$ cat src/rtl/preset_bin_counter.sv
module preset_bin_counter #(
  parameter int WIDTH = 4
) (
  input  logic             clk,
  input  logic             clear_n,
  input  logic             load_n,
  input  logic             cnt_en,
  input  logic             carry_en,
  input  logic [WIDTH-1:0] din,
  output logic [WIDTH-1:0] count,
  output logic             carry_out
);
  localparam logic [WIDTH-1:0] ALL_ONES = '1;

  logic advance;
  assign advance = cnt_en & carry_en;

  always_ff @(posedge clk) begin
    if (!clear_n)
      count <= '0;
    else if (!load_n)
      count <= din;
    else if (advance)
      count <= count + WIDTH'(1);
  end

  assign carry_out = carry_en & (count == ALL_ONES);
endmodule

$ cat config.mk
export PLATFORM = sky130hd
export DESIGN_NAME = preset_bin_counter
export DESIGN_NICKNAME = d
export VERILOG_FILES = /design/src/rtl/preset_bin_counter.sv
export SDC_FILE = /design/constraint.sdc
export NUM_CORES = 1
export LEC_CHECK = 0
export ABC_AREA = 1
export BUFFER_PORTS_ARGS = -buffer_cell sky130_fd_sc_hd__buf_4
export CORE_AREA = 5 5 42 44
export DETAILED_ROUTE_END_ITERATION = 8
export DIE_AREA = 0 0 47 49
export PLACE_DENSITY_LB_ADDON = 0.25
export SLEW_MARGIN = 30
export SYNTH_ARGS = -nofsm -noshare
export SYNTH_HDL_FRONTEND = slang
export SYNTH_SLANG_ARGS = --single-unit
$ cat constraint.sdc
create_clock -name clk -period 2.45 [get_ports clk]
set_input_delay 0.245 -clock clk [delete_from_list [all_inputs] [get_ports clk]]
set_output_delay 0.245 -clock clk [all_outputs]
set_load 0.01 [all_outputs]
==> metrics.md <==
| Metric | Value |
|---|---|
| Largest stage delay, worst path | `0.41 ns` |
| Drt wl/cell | `9.77 µm` |
| Setup crit start kind | `flop` |
| Slowest CP cell | `dfxtp_1` |
| Final setup viols | `0` |
| Residual DRC | `0` |
| Max-slew violations | `0` |
| Max Used Layer | `met4` |
| Max VDD drop | `149 µV` |
| CTS tree | `built` |
| Critical-path cell list | `ha_1 > nand2_1 > nor2_1 > buf_4` |
| Sw frac | `26.1%` |
| GRT Total Usage | `7.32%` |
| Clk sinks | `4` |
| Worst Path Required | `2.20 ns` |
| CP Max Fanout | `6` |
| RePlAce Congestion | `0.753` |
| Worst rel slew slack | `86.7%` |
| Boundary Pins | `14` |
| Syn_area_per_cell | `6.35 µm²` |
| Die W | `47 µm` |
| Sw power | `0.0521 mW` |
| Post-CTS Setup Inserts | `0` |
| Clk Latency, worst-skew pair | `0.23 ns` |
| Endpoints failing hold | `0` |
| Vias | `287` |
| Die H | `49 µm` |
| Mapped Cells | `38` |
| R2r setup slk | `1.33 ns` |
| CTS Hold Bufs | `0` |
| Setup TNS | `0 ns` |
| Worst-Margin Slew | `0.199 ns` |
| CP Capture Type | `output pin` |
| Initial Util | `17.2%` |
| Status | `finished, final reports clean` |
| RSZ-0062 raised after global routing | `no` |
| Top flop regs | `count x4` |
| CP Class | `flop to output pin` |
| H-tree depth | `1` |
| Worst EP arrival | `1.14 ns` |
| Post-Layout Cell Count | `70` |
| Leak pwr | `0.192 nW` |
| Met2 routed WL | `321 µm` |
| Fmax achieved | `723 MHz` |
| Clk root buf | `clkbuf_4` |
| Antenna Cells | `0` |
| Die area | `2300 µm²` |
| Pwr per Cell Area | `523 nW/µm²` |
| DP Cell Count | `67` |
| Total CTS buffers | `3` |
| Sequential element share of the synthesized area | `33.2%` |
| Max cap viols | `0` |
| Synth Net Count | `48` |
| Initial antenna violation count | `0` |
| DRT antenna net count | `0` |
| DRT Pass-1 Iters | `2` |
| Clock skew | `0.00375 ns` |
| M1 WL | `302 µm` |
| PortBufs | `13` |
| Max FFs per register | `4` |
| Minimum clock period | `1.38 ns` |
| Share of cells above drive strength 1 | `35.2%` |
| Total wire length | `684 µm` |
| 1st-iter DRT viols | `1` |
| Met3 Wirelength | `45 µm` |
| Register bit total from synthesis | `4` |
| CTS resizes | `0` |
| Nets | `66` |
| YS warnings | `0` |
| Internal power | `0.148 mW` |
| Reg clk slew, reported paths | `0.04 ns` |
| Seq pwr share | `38.8%` |
| Synth unique cells | `15` |
| First-pass GRT wire length | `1130 µm` |
| Via-to-Cell Ratio | `4.10` |
| Clock power share | `40.6%` |
| Hold Path Class | `input pin to flop` |
| Comb pwr share | `20.7%` |
| Core Area | `1400 µm²` |
| Tcrit/Tclk final | `56.4%` |
| Top reg by flops | `count` |
| Number of global-route vias before repair | `268` |
| Row count | `14` |
| Mapped Area | `241 µm²` |
| HPWL after DPL | `569 µm` |
| Total grt overflow | `0` |
| P&R area growth vs syn | `58.0%` |
| Clock buffer depth | `2` |
| Largest net degree at the start of global routing | `7` |
==> power by group through the flow <==
stage,registers (mW),clock network [mW],logic (mW)
floorplan,0.0795,0,0.0169
global placement,0.0787,0,0.0423
detailed placement,0.0785,0,0.0418
CTS,0.0775,0.0855,0.0420
global route,0.0784,0.0891,0.0472
finish,0.0774,0.0810,0.0413
==> routing by layer <==
| layer | track usage [%] | up-vias |
|---|---|---|
| met1 | 7.46 | 120 |
| met5 | 0 | - |
| li1 | - | 156 |
| met3 | 3.69 | 2 |
| met4 | 6.91 | 0 |
| met2 | 10.2 | 9 |
==> Yosys cell counts <==
master	instances	area [µm²]
a211oi_1	1	7.51
a21oi_1	1	5.00
a31oi_1	1	6.26
dfxtp_1	4	80.1
ha_1	1	12.5
inv_1	4	15.0
inv_2	1	3.75
nand2_1	11	41.3
nand2_2	1	6.26
nand3_1	4	20.0
nand4_1	1	6.26
nor2_1	4	15.0
nor2_2	1	6.26
o21ai_0	2	10.0
or2_0	1	6.26
==> cell families (layout without fill, tap and decap cells) <==
family          count (synthesis)  count (layout)  synth area share (%)
simple gates                   23              23                  42.0
buf+inv                         5              21                  7.77
compound gates                  5               5                  11.9
fa+ha+maj                       1               1                  5.18
flops                           4               4                  33.2
==> layout make-up <==
cell class / count / area (µm²)
Clock buffer: 3 / 22.5
Timing Repair Buffer: 13 / 97.6
Multi-Input combinational cell: 29 / 143
Sequential cell: 4 / 80.1
Inverter: 5 / 18.8
Tap cell: 16 / 20.0
Fill cell: 173 / 1020
==> cell usage in the layout, fill, tap and decap left out <==
cell | Yosys | final
buf_4 | 0 | 13
nand2_1 | 11 | 11
nor2_1 | 4 | 4
inv_1 | 4 | 4
nand3_1 | 4 | 4
dfxtp_1 | 4 | 4
clkbuf_4 | 0 | 3
o21ai_0 | 2 | 2
nand4_1 | 1 | 1
nand2_2 | 1 | 1
a21oi_1 | 1 | 1
inv_2 | 1 | 1
nor2_2 | 1 | 1
a211oi_1 | 1 | 1
or2_0 | 1 | 1
a31oi_1 | 1 | 1
ha_1 | 1 | 1
==> per-stage QoR <==
step           utilization [%]  setup slack (ns)  power (mW)  hold WS [ns]  area [µm²]
2_1_floorplan                -              1.34      0.0964         0.343         241
3_3_place_gp              25.6              1.31       0.121         0.464         359
3_5_place_dp              25.6              1.30       0.120         0.464         359
4_1_cts                   27.2              1.05       0.205         0.220         382
5_1_grt                   27.2             0.978       0.215         0.245         382
6_report                  27.2              1.07       0.200         0.226         382
==> worst max-delay path: cells and delay by family (launching register included) <==
family        cells  cell delay, ns
flops             1            0.41
fa+ha+maj         1            0.19
simple gates      2            0.18
buf+inv           1            0.12
==> final timing paths <==
path,from,endpoint,cells past startpoint
worst min register to register,count[3],count[3],2
worst min-delay path,clear_n,count[2],3
worst max-delay path,count[0],carry_out,4
worst max register to register,count[0],count[2],6
Note: power is estimated with default switching activity, not from simulation.
